### src/rtl/bc_pkg.sv
`timescale 1ns/1ps
package bc_pkg;
  typedef enum logic [1:0] {
    BC_GATHER = 2'd0,
    BC_CMD    = 2'd1,
    BC_WDATA  = 2'd2
  } bc_state_e;
endpackage

### src/rtl/bc_wbuf.sv
`timescale 1ns/1ps
module bc_wbuf #(
  parameter int DEPTH = 16,
  parameter int W     = 32,
  localparam int IW   = (DEPTH > 1) ? $clog2(DEPTH) : 1
) (
  input  logic          clk,
  input  logic          we,
  input  logic [IW-1:0] waddr,
  input  logic [W-1:0]  wdata,
  input  logic [IW-1:0] raddr,
  output logic [W-1:0]  rdata
);
  logic [W-1:0] mem_q [DEPTH];

  always_ff @(posedge clk) begin
    if (we) mem_q[waddr] <= wdata;
  end

  assign rdata = mem_q[raddr];
endmodule

### src/rtl/bc_idle_timer.sv
`timescale 1ns/1ps
module bc_idle_timer #(
  parameter int LIMIT = 32,
  localparam int TW   = $clog2(LIMIT + 1)
) (
  input  logic clk,
  input  logic rst_n,
  input  logic arm,
  input  logic kick,
  output logic expired
);
  logic [TW-1:0] idle_q;

  assign expired = arm && !kick && (idle_q == TW'(LIMIT - 1));

  always_ff @(posedge clk) begin
    if (!rst_n)            idle_q <= '0;
    else if (!arm || kick) idle_q <= '0;
    else if (!expired)     idle_q <= idle_q + 1'b1;
  end
endmodule

### src/rtl/bc_coalescer.sv
`timescale 1ns/1ps
module bc_coalescer
  import bc_pkg::*;
#(
  parameter int AW         = 32,
  parameter int DW         = 32,
  parameter int MAX_BURST  = 16,
  parameter int IDLE_LIMIT = 32,
  localparam int LW        = $clog2(MAX_BURST + 1)
) (
  input  logic          clk,
  input  logic          rst_n,
  input  logic          req_valid,
  output logic          req_ready,
  input  logic          req_write,
  input  logic [AW-1:0] req_addr,
  input  logic [DW-1:0] req_wdata,
  output logic          rsp_valid,
  input  logic          rsp_ready,
  output logic [DW-1:0] rsp_rdata,
  output logic          cmd_valid,
  input  logic          cmd_ready,
  output logic          cmd_write,
  output logic [AW-1:0] cmd_addr,
  output logic [LW-1:0] cmd_len,
  output logic          wr_valid,
  input  logic          wr_ready,
  output logic [DW-1:0] wr_data,
  output logic          wr_last,
  input  logic          rd_valid,
  output logic          rd_ready,
  input  logic [DW-1:0] rd_data
);
  localparam int IW = (MAX_BURST > 1) ? $clog2(MAX_BURST) : 1;

  // run-continuation test: same direction and next address in sequence
  function automatic logic breaks_run(input logic dir, input logic [AW-1:0] base,
                                      input logic [LW-1:0] cnt, input logic wr,
                                      input logic [AW-1:0] addr);
    return (cnt != '0) && ((wr != dir) || (addr != base + AW'(cnt)));
  endfunction

  function automatic logic final_beat(input logic [IW-1:0] beat, input logic [LW-1:0] cnt);
    return beat == IW'(cnt - 1'b1);
  endfunction

  bc_state_e     state_q;
  logic [AW-1:0] base_q;
  logic [LW-1:0] cnt_q;
  logic          dir_q;
  logic [IW-1:0] beat_q;

  // named internal events
  logic gathering, run_break, ev_accept, ev_full, ev_brk, ev_timeout, ev_flush;
  logic ev_cmd_fire, ev_beat;

  assign gathering   = (state_q == BC_GATHER);
  assign run_break   = breaks_run(dir_q, base_q, cnt_q, req_write, req_addr);
  assign req_ready   = gathering && !run_break;
  assign ev_accept   = req_valid && req_ready;
  assign ev_full     = ev_accept && (cnt_q == LW'(MAX_BURST - 1));
  assign ev_brk      = gathering && req_valid && run_break;
  assign ev_flush    = ev_full || ev_brk || ev_timeout;
  assign ev_cmd_fire = cmd_valid && cmd_ready;
  assign ev_beat     = wr_valid && wr_ready;

  bc_idle_timer #(.LIMIT(IDLE_LIMIT)) timer_i (
    .clk     (clk),
    .rst_n   (rst_n),
    .arm     (gathering && (cnt_q != '0)),
    .kick    (ev_accept),
    .expired (ev_timeout)
  );

  bc_wbuf #(.DEPTH(MAX_BURST), .W(DW)) wbuf_i (
    .clk   (clk),
    .we    (ev_accept && req_write),
    .waddr (cnt_q[IW-1:0]),
    .wdata (req_wdata),
    .raddr (beat_q),
    .rdata (wr_data)
  );

  assign cmd_valid = (state_q == BC_CMD);
  assign cmd_addr  = base_q;
  assign cmd_len   = cnt_q;
  assign cmd_write = dir_q;
  assign wr_valid  = (state_q == BC_WDATA);
  assign wr_last   = wr_valid && final_beat(beat_q, cnt_q);

  // read data returns in command order; pass it straight through
  assign rsp_valid = rd_valid;
  assign rsp_rdata = rd_data;
  assign rd_ready  = rsp_ready;

  always_ff @(posedge clk) begin
    if (!rst_n) begin
      state_q <= BC_GATHER;
      base_q  <= '0;
      cnt_q   <= '0;
      dir_q   <= 1'b0;
      beat_q  <= '0;
    end else begin
      unique case (state_q)
        BC_GATHER: begin
          if (ev_accept) begin
            if (cnt_q == '0) begin
              base_q <= req_addr;
              dir_q  <= req_write;
            end
            cnt_q <= cnt_q + 1'b1;
          end
          if (ev_flush) state_q <= BC_CMD;
        end
        BC_CMD: begin
          if (ev_cmd_fire) begin
            beat_q <= '0;
            if (dir_q) begin
              state_q <= BC_WDATA;
            end else begin
              cnt_q   <= '0;
              state_q <= BC_GATHER;
            end
          end
        end
        BC_WDATA: begin
          if (ev_beat) begin
            beat_q <= beat_q + 1'b1;
            if (wr_last) begin
              cnt_q   <= '0;
              state_q <= BC_GATHER;
            end
          end
        end
        default: state_q <= BC_GATHER;
      endcase
    end
  end
endmodule

### config.mk
export PLATFORM = sky130hd
export DESIGN_NAME = bc_coalescer
export DESIGN_NICKNAME = d
export VERILOG_FILES = /design/src/rtl/bc_pkg.sv /design/src/rtl/bc_wbuf.sv /design/src/rtl/bc_idle_timer.sv /design/src/rtl/bc_coalescer.sv
export SDC_FILE = /design/constraint.sdc
export NUM_CORES = 1
export LEC_CHECK = 0
export BUFFER_PORTS_ARGS = -buffer_cell sky130_fd_sc_hd__buf_2
export CAP_MARGIN = 25
export CORE_MARGIN = 1.5
export CORE_UTILIZATION = 35
export DETAILED_ROUTE_END_ITERATION = 6
export GPL_ROUTABILITY_DRIVEN = 0
export PLACE_DENSITY = 0.6
export SYNTH_ARGS = -nofsm -noshare
export SYNTH_HDL_FRONTEND = slang
export SYNTH_SLANG_ARGS = --single-unit
export TNS_END_PERCENT = 1
### constraint.sdc
create_clock -name clk -period 15.4 [get_ports clk]
set_clock_uncertainty 0.15 [all_clocks]
set_input_delay 2.31 -clock clk [delete_from_list [all_inputs] [get_ports clk]]
set_output_delay 2.31 -clock clk [all_outputs]
set_load 0.005 [all_outputs]
==> qor.yml, run 1 <==
yosys:
  synthTopCellsByArea: "edfxtp_1 66%, mux4_2 15%, dfxtp_1 4.6%, nand2_1 1.5%, buf_4 1.2%"
  synth_edf_count: 512
  synthXorXnorAreaFrac: 0.0181
  synth-main-ff-cell: "edfxtp_1"
  synth_mux_area_frac: 0.159
  ys.warnings.count: 0
  ys_ff_latch: 566
  synth_top_family_by_area: "multiplexers"
  postSynthAreaPerCell_um2: 18.5
  async_flop_share: 0
  synth_top_area_cell: "edfxtp_1"
  ys_types: 70
  synth_nets: 1378
  synthSimpleGateAreaFrac: 0.0479
  synth_fa_ha_area_frac: 0.00946
  synthCells: 1257
  synth_compound_area_frac: 0.0324
  syn-cell-area_mm2: 0.0233
  synth_top_area_frac: 0.661
  synth-seq-area-share: 0.707
clock_tree:
  cts_tree: "done"
  post-cts-setup-buffer-count: 0
  h-tree-depth: 2
  cts_resized: 0
  clock_latency_ns: 0.61
  clk_pin_slew_ns: 0.06
  clock_path_buffers: 3
  hold_buffers: 0
  cts_buffers: 56
  root_buffer: "clkbuf_16"
  clock_sinks: 566
timing:
  drv_slew: 0
  grt_setup_unrepaired: "no"
  finalCritPeriodShare: 0.484
  timing.fmax_mhz: 134
  hold_viol: 0
  setup-violations-final: 0
  tns_ns: 0
  relSlewSlack: 0.321
  fin_crit_ns: 7.45
  tightestPinTransition_ns: 1.02
  whs_ns: 0.330
critical_path:
  critical_path_class: "primary input to output pin"
  r2r_slack_ns: 9.97
  required_ns: 12.94
  critPathSlowestCell: "or4_4"
  start_kind: "primary input"
  crit_chain: "buf_2 -> xnor2_1 -> a31oi_1 -> or3b_1 -> nor4b_1 -> o2111ai_1 -> or4_4 -> o21ai_0 -> and2_1 -> buf_2"
  crit_path_max_fanout: 5
  critPathArrivalTime_ns: 4.99
  end_kind: "output pin"
  path_common_cell: "buf_2"
  max_stage_delay_ns: 0.54
flow_run:
  max_cap_violations: 0
finish:
  final_nets: 1508
  layout-drive-gt1-share: 0.314
  area_growth_pct: 14.8
  finalInstanceArea_mm2: 0.0267
  fill_cells: 5857
power_and_ir_drop:
  p_per_area_mw_per_mm2: 132
  irDropWorstVdd_uv: 81.9
  leakage_nw: 8.43
  p_total_mw: 3.52
grt:
  antenna_found_initial: 6
  grt_usage: 0.157
  grt_pass1_wl_mm: 78.5
  grt_pass1_vias: 12500
  grt_max_degree: 67
  grt-ovfl-total: 0
drt:
  drt_iter0_drc: 945
  drt_wl_total_mm: 53.1
  dr.pass1.iters: 5
  drc: 0
  vias_per_cell: 5.18
  wl_per_cell_um: 23.1
  ant_nets: 0
  vias: 11900
floorplanning:
  die_h_um: 261
  boundaryPins: 212
  initial_core_util: 0.354
  core-area_mm2: 0.0657
  die_area_mm2: 0.0680
  fp.dieW_um: 261
  fp-row-count: 94
placement:
  numPortBuffers: 143
  hpwlAfterDp_mm: 28.1
  placed_area_mm2: 0.0248
worst_hold_path:
  min_path_type: "register to register"
run_status:
  outcome: "complete, no violations"
-- layout by cell type, fill, tap and decap left out, drive strengths merged, types with 4 or more instances in the layout --
cell,count
a2111oi,4
a21o,5
a21oi,50
a31oi,8
and2,4
and3,9
and4,4
buf,168
bufinv,6
clkbuf,67
clkinv,30
dfxtp,54
edfxtp,512
ha,16
inv,19
mux2,4
mux2i,6
mux4,160
nand2,95
nand3,29
nand4,14
nor2,36
nor3,7
nor3b,4
nor4,5
o211ai,5
o21ai,18
or4,4
xnor2,27
xor2,21
-- critical path, delay by kind of cell --
kind / cells / cell delay, ns
buffers and inverters: 2 / 0.23
xor gates and xnor gates: 1 / 0.28
and+or+nand+nor: 4 / 1.43
AOI/OAI and AO/OA: 3 / 0.75
-- cells by family after synthesis --
kind of cell | Yosys count
multiplexers | 170
XOR/XNOR | 48
flip-flops | 566
AO/OA/AOI/OAI | 115
AND/OR/NAND/NOR | 228
buffers and inverters | 113
adder cells (fa/ha/maj) | 17
-- path summary, 6_finish.rpt --
path              cells after the start    startpoint                   to
setup / recovery                     10  req_addr[17]            req_ready
hold / removal                        2   cmd_addr[0]          cmd_addr[0]
setup reg to reg                     11    cmd_len[0]  wbuf_i.mem_q[2][26]
hold reg to reg                       2   cmd_addr[0]          cmd_addr[0]
-- sequential cells by signal, summed over array words and instances (netlist names), named ones only --
register	cells
beat_q	4
cmd_addr	32
cmd_len	5
cmd_write	1
state_q	2
timer_i.idle_q	6
wbuf_i.mem_q	512
-- cell usage after synthesis (all sizes together), types with 7 or more instances --
cell and n:
a21oi 50, a31oi 8, and3 9, buf 53
clkbuf 42, dfxtp 54, edfxtp 512, ha 16
inv 17, mux4 160, nand2 95, nand3 29
nand4 14, nor2 36, nor3 7, o21ai 18
xnor2 27, xor2 21
-- through the flow --
step	setup slack, ns	instances	utilization
3_5_place_dp	7.94	2192	0.378
4_1_cts	7.91	2298	0.406
5_1_grt	7.72	2299	0.406
6_report	7.95	2301	0.406
2_1_floorplan	8.55	1257	-
3_3_place_gp	7.95	2192	0.378
-- where the power goes --
part	switching [mW]	internal [mW]	leakage, nW
clock network	0.583	0.773	0.894
registers	0.0528	1.73	5.05
logic	0.225	0.149	2.49
-- routing by layer --
| layer | part of all wire | GRT usage |
|---|---|---|
| met1 | 0.42 | 0.200 |
| met2 | 0.51 | 0.273 |
| met3 | 0.057 | 0.0321 |
| met4 | 0.020 | 0.0425 |
| met5 | 0.00083 | 0 |
-- final cells by class --
class	instances	area, um2	area share
clock buffer	67	1440	0.0540
timing repair buffer	168	923	0.0346
tap	864	1080	0.0405
inverter	17	63.8	0.00239
clock inverter	39	390	0.0146
antenna	2	5.00	0.000187
sequential	566	16500	0.617
multi-input combinational	578	6340	0.237
Power figures use the tool's default switching activity.
==> run 2, diff against run 1 <==
==> constraint.sdc (replaced) <==
create_clock -name clk -period 7.7 [get_ports clk]
set_clock_uncertainty 0.15 [all_clocks]
set_input_delay 1.155 -clock clk [delete_from_list [all_inputs] [get_ports clk]]
set_output_delay 1.155 -clock clk [all_outputs]
set_load 0.005 [all_outputs]
==> run 2 against run 1 <==
Net effect: non-clock buffer count decreased by 1; critical endpoint unchanged; utilization increased by 0.074 points; clock power is 100% higher; critical path depth up 1; global-route usage is 0.060 points lower; cell area up 0.18%; cell count decreased by 0.22%; first-iteration DRC count increased by 0.32%; worst setup slack worse by 6.1 ns; flip-flop and latch count is the same; register-to-register slack lost 8.0 ns.
==> qor.yml, run 2 (synthesized netlist as in run 1, its figures left out) <==
placement:
  dp_cells: 2192
  dp_slack_ns: 1.81
  placed_area_mm2: 0.0249
  hpwlAfterDp_mm: 32.8
  numPortBuffers: 143
power_and_ir_drop:
  leakage_nw: 8.44
  sw_frac_of_total: 0.248
  irDropWorstVdd_uv: 228
  p_per_area_mw_per_mm2: 264
  pwr-share-seq: 0.505
  combinationalPowerShare: 0.110
  p_int_mw: 5.32
  switchingPower_mw: 1.76
  p_total_mw: 7.07
  pwr-share-clk: 0.385
grt:
  antenna_found_initial: 5
  grt-ovfl-total: 0
  grt_pass1_wl_mm: 79.3
  grt_pass1_vias: 12400
  grt_usage: 0.157
  grt_max_degree: 86
finish:
  largest_register: "wbuf_i.mem_q"
  multi_input_area_mm2: 0.00634
  final_nets: 1508
  final_cells: 2296
  mostFrequentLayoutCells: "512 x edfxtp_1, 160 x mux4_2, 143 x buf_2"
  finalInstanceArea_mm2: 0.0268
  layout_commonest_cell: "edfxtp_1"
  fill_cells: 5790
  area_growth_pct: 15.0
  regArea_mm2: 0.0165
  layout-drive-gt1-share: 0.314
  largest_register_ffs: 512
drt:
  vias: 12100
  wl_per_cell_um: 23.1
  vias_per_cell: 5.26
  ant_nets: 0
  drt_iter0_drc: 948
  dr.pass1.iters: 4
  drt_wl_total_mm: 53.1
  drc: 0
timing:
  final.setup.worst_slack_ns: 1.82
  hold_viol: 0
  tns_ns: 0
  grt_setup_unrepaired: "no"
  relSlewSlack: 0.296
  fin_crit_ns: 5.88
  setup-violations-final: 0
  timing.fmax_mhz: 170
  drv_slew: 0
  tightestPinTransition_ns: 1.06
  finalCritPeriodShare: 0.763
critical_path:
  end_kind: "output pin"
  crit_buf_inv: 1
  start_kind: "register"
  crit_family: "compound AO/OA/AOI/OAI gates"
  max_stage_delay_ns: 0.70
  crit_path_max_fanout: 11
  critPathArrivalTime_ns: 4.57
  critPathSlowestCell: "o21ai_0"
  critical_path_class: "register to output pin"
  required_ns: 6.39
  crit_chain: "ha_1 -> fa_1 -> a21oi_1 -> o22a_2 -> or3_4 -> a2111oi_4 -> o32ai_1 -> or4_4 -> o21ai_0 -> and2_1 -> buf_2"
flow_run:
  max_cap_violations: 0
floorplanning:
  fp.dieW_um: 261
  initial_core_util: 0.354
  boundaryPins: 212
  core-area_mm2: 0.0657
  fp-row-count: 94
  die_h_um: 261
  die_area_mm2: 0.0680
run_status:
  outcome: "complete, no violations"
clock_tree:
  clock_sinks: 566
  cts_tree: "done"
  clock_latency_ns: 0.59
  cts_resized: 0
  cts_buffers: 57
  hold_buffers: 0
  h-tree-depth: 2
  post-cts-setup-buffer-count: 0
  clk_pin_slew_ns: 0.06
  root_buffer: "clkbuf_16"
  clock_path_buffers: 3
worst_hold_path:
  min_path_type: "register to register"
==> run 2: path summary, 6_finish.rpt <==
kind                    start                  end  slack (ns)  cells past startpoint
hold reg to reg   cmd_addr[2]          cmd_addr[2]        0.32                      2
setup / recovery   cmd_len[0]            req_ready        1.82                     11
hold / removal    cmd_addr[2]          cmd_addr[2]        0.32                      2
setup reg to reg   cmd_len[0]  wbuf_i.mem_q[9][25]        1.96                     12
==> run 2: area by class of cell <==
class | count | area share
antenna | 1 | 0.0000935
clock buffer | 70 | 0.0551
clock inverter | 33 | 0.0137
inverter | 17 | 0.00238
multi-input combinational | 578 | 0.237
sequential | 566 | 0.615
tap | 864 | 0.0404
timing repair buffer | 167 | 0.0361
==> run 2: power by group through the flow <==
stage,combinational (mW),sequential (mW),clock (mW)
2_1_floorplan,0.488,3.60,0
6_report,0.778,3.57,2.72
3_5_place_dp,0.789,3.64,0
4_1_cts,0.791,3.57,2.78
3_3_place_gp,0.756,3.63,0
5_1_grt,0.858,3.59,2.88
==> run 2: routing by layer <==
layer / track usage / up-vias / routed length (um)
met2: 0.260 / 399 / 26300
met5: 0 / - / 38
li1: - / 5297 / -
met3: 0.0333 / 83 / 3350
met1: 0.207 / 6296 / 22200
met4: 0.0445 / 6 / 1190
==> run 2: metrics by stage <==
| step | utilization | hold slack [ns] |
|---|---|---|
| floorplan | - | 0.319 |
| global placement | 0.378 | 0.316 |
| detailed placement | 0.379 | 0.323 |
| CTS | 0.407 | 0.331 |
| global route | 0.407 | 0.357 |
| finish | 0.407 | 0.325 |
==> run 2: tightest hold or removal path, cell delays in order, from the launching register on <==
cell and delay [ns]:
dfxtp_1 0.32, nand2_1 0.06, a21oi_1 0.05
==> run 3, diff against run 2 <==
==> constraint.sdc (replaced) <==
create_clock -name clk -period 6.1 [get_ports clk]
set_clock_uncertainty 0.15 [all_clocks]
set_input_delay 0.915 -clock clk [delete_from_list [all_inputs] [get_ports clk]]
set_output_delay 0.915 -clock clk [all_outputs]
set_load 0.005 [all_outputs]
==> run 3 against run 2 <==
Net effect: count of clock-buffer cells in the layout stayed put; global-route usage rose by 0.47 points; wire length grew 2.2%; die area is the same; sequential power is 26% higher; critical path type unchanged; highest routed layer unchanged.
==> qor.yml, run 3 (synthesized netlist as in run 1, its figures left out) <==
run_status:
  outcome: "complete, no violations"
floorplanning:
  die_area_mm2: 0.0680
  boundaryPins: 212
  core-area_mm2: 0.0657
  fp.dieW_um: 261
  fp-row-count: 94
  initial_core_util: 0.354
  die_h_um: 261
grt:
  grt-ovfl-total: 0
  antenna_found_initial: 7
  grt_usage: 0.161
  grt_pass1_wl_mm: 81.0
  grt_max_degree: 84
  grt_pass1_vias: 12400
drt:
  ant_nets: 0
  vias: 12300
  drt-met1-wl_mm: 24.1
  route.met3.wl_mm: 4.57
  highest_layer: "met5"
  vias_per_cell: 5.32
  drc: 0
  drt_wl_total_mm: 54.3
  wl_per_cell_um: 23.5
  dr.pass1.iters: 5
  drt_iter0_drc: 1133
  wl_met2_mm: 24.6
finish:
  mostFrequentLayoutCells: "512 x edfxtp_1, 160 x mux4_2, 143 x buf_2"
  largest_register: "wbuf_i.mem_q"
  post-route-util: 0.409
  largest_register_ffs: 512
  layout_commonest_cell: "edfxtp_1"
  final_nets: 1521
  layout-drive-gt1-share: 0.319
  area_growth_pct: 15.6
timing:
  hold_viol: 0
  whs_ns: 0.330
  fin_crit_ns: 5.17
  finalCritPeriodShare: 0.847
  relSlewSlack: 0.484
  tns_ns: 0
  grt_setup_unrepaired: "no"
  setup-violations-final: 0
  tightestPinTransition_ns: 0.772
  drv_slew: 0
  timing.fmax_mhz: 194
clock_tree:
  cts_resized: 0
  clock_latency_ns: 0.61
  cts_tree: "done"
  hold_buffers: 0
  clock_sinks: 566
  post-cts-setup-buffer-count: 0
  h-tree-depth: 2
  clock_path_buffers: 3
  cts_buffers: 56
  clk_pin_slew_ns: 0.07
  root_buffer: "clkbuf_16"
critical_path:
  crit_buf_inv: 2
  startpoint: "cmd_len[0]"
  end_kind: "output pin"
  r2r-end: "wbuf_i.mem_q[5][30]"
  max_stage_delay_ns: 0.58
  reg2reg_depth: 13
  critPathSlowestCell: "or4_4"
  rr_startpoint: "cmd_len[0]"
  critPathCapture: "req_ready"
  required_ns: 5.03
  crit_family: "simple AND/OR/NAND/NOR gates"
  cp.depth: 12
  critical_path_class: "register to output pin"
  crit_chain: "ha_1 -> fa_1 -> a21oi_1 -> o22a_2 -> or3_4 -> a2111oi_4 -> o32ai_1 -> or4_4 -> o21ai_0 -> buf_4 -> and2_1 -> buf_2"
  critPathArrivalTime_ns: 4.10
  r2r_slack_ns: 1.03
  crit_path_max_fanout: 11
  start_kind: "register"
power_and_ir_drop:
  irDropWorstVdd_uv: 258
  p_total_mw: 8.97
  leakage_nw: 8.52
  p_per_area_mw_per_mm2: 333
worst_hold_path:
  min_path_type: "register to register"
flow_run:
  max_cap_violations: 0
placement:
  hpwlAfterDp_mm: 36.3
  numPortBuffers: 143
==> run 3: cell count changes in the layout (fill, tap and decap cells not counted), sizes merged <==
cell,change
buf,+14
clkinv,-3
bufinv,+2
clkinvlp,+2
diode,+1
inv,+1
==> run 3: worst min-delay path: cells and delay by family (launching register included) <==
family,cells,cell delay (ns)
DFF,1,0.33
and+or+nand+nor,1,0.06
AOI/OAI and AO/OA,1,0.05
==> run 3: worst min path at each step <==
stage                startpoint           to  slack (ns)  depth (start not counted)
detailed placement  cmd_addr[3]  cmd_addr[3]        0.32                          2
floorplan           cmd_addr[0]  cmd_addr[0]        0.32                          2
CTS                 cmd_addr[3]  cmd_addr[3]        0.33                          2
finish              cmd_addr[3]  cmd_addr[3]        0.33                          2
global placement    cmd_addr[3]  cmd_addr[3]        0.31                          2
global route        cmd_addr[3]  cmd_addr[3]        0.36                          2
==> run 3: per-layer routing <==
layer,vias up,GRT usage
met1,6395,0.237
met4,8,0.0368
met5,-,0
met3,66,0.0395
met2,504,0.242
li1,5341,-
==> run 3: area by class of cell <==
type                            instances  area [um2]
Fill cell                            5881       38800
Sequential cell                       566       16500
Multi-Input combinational cell        578        6340
Clock buffer                           70        1450
Timing Repair Buffer                  181        1100
Tap cell                              864        1080
Clock inverter                         35         402
Inverter                               17        63.8
Antenna cell                            2        5.00
==> run 3: per-stage QoR <==
stage	std cells	cell area, um2	setup slack [ns]
after floorplan	1257	23300	0.993
after global placement	2204	25000	0.975
after detailed placement	2206	25100	0.956
after CTS	2311	26900	0.891
after global routing	2311	26900	0.630
final	2313	26900	0.933
==> run 3: power breakdown <==
group	internal, mW	switching [mW]	total [mW]
Sequential	4.38	0.129	4.51
Clock	2.00	1.46	3.46
Combinational	0.390	0.609	0.999
Total	6.77	2.20	8.97
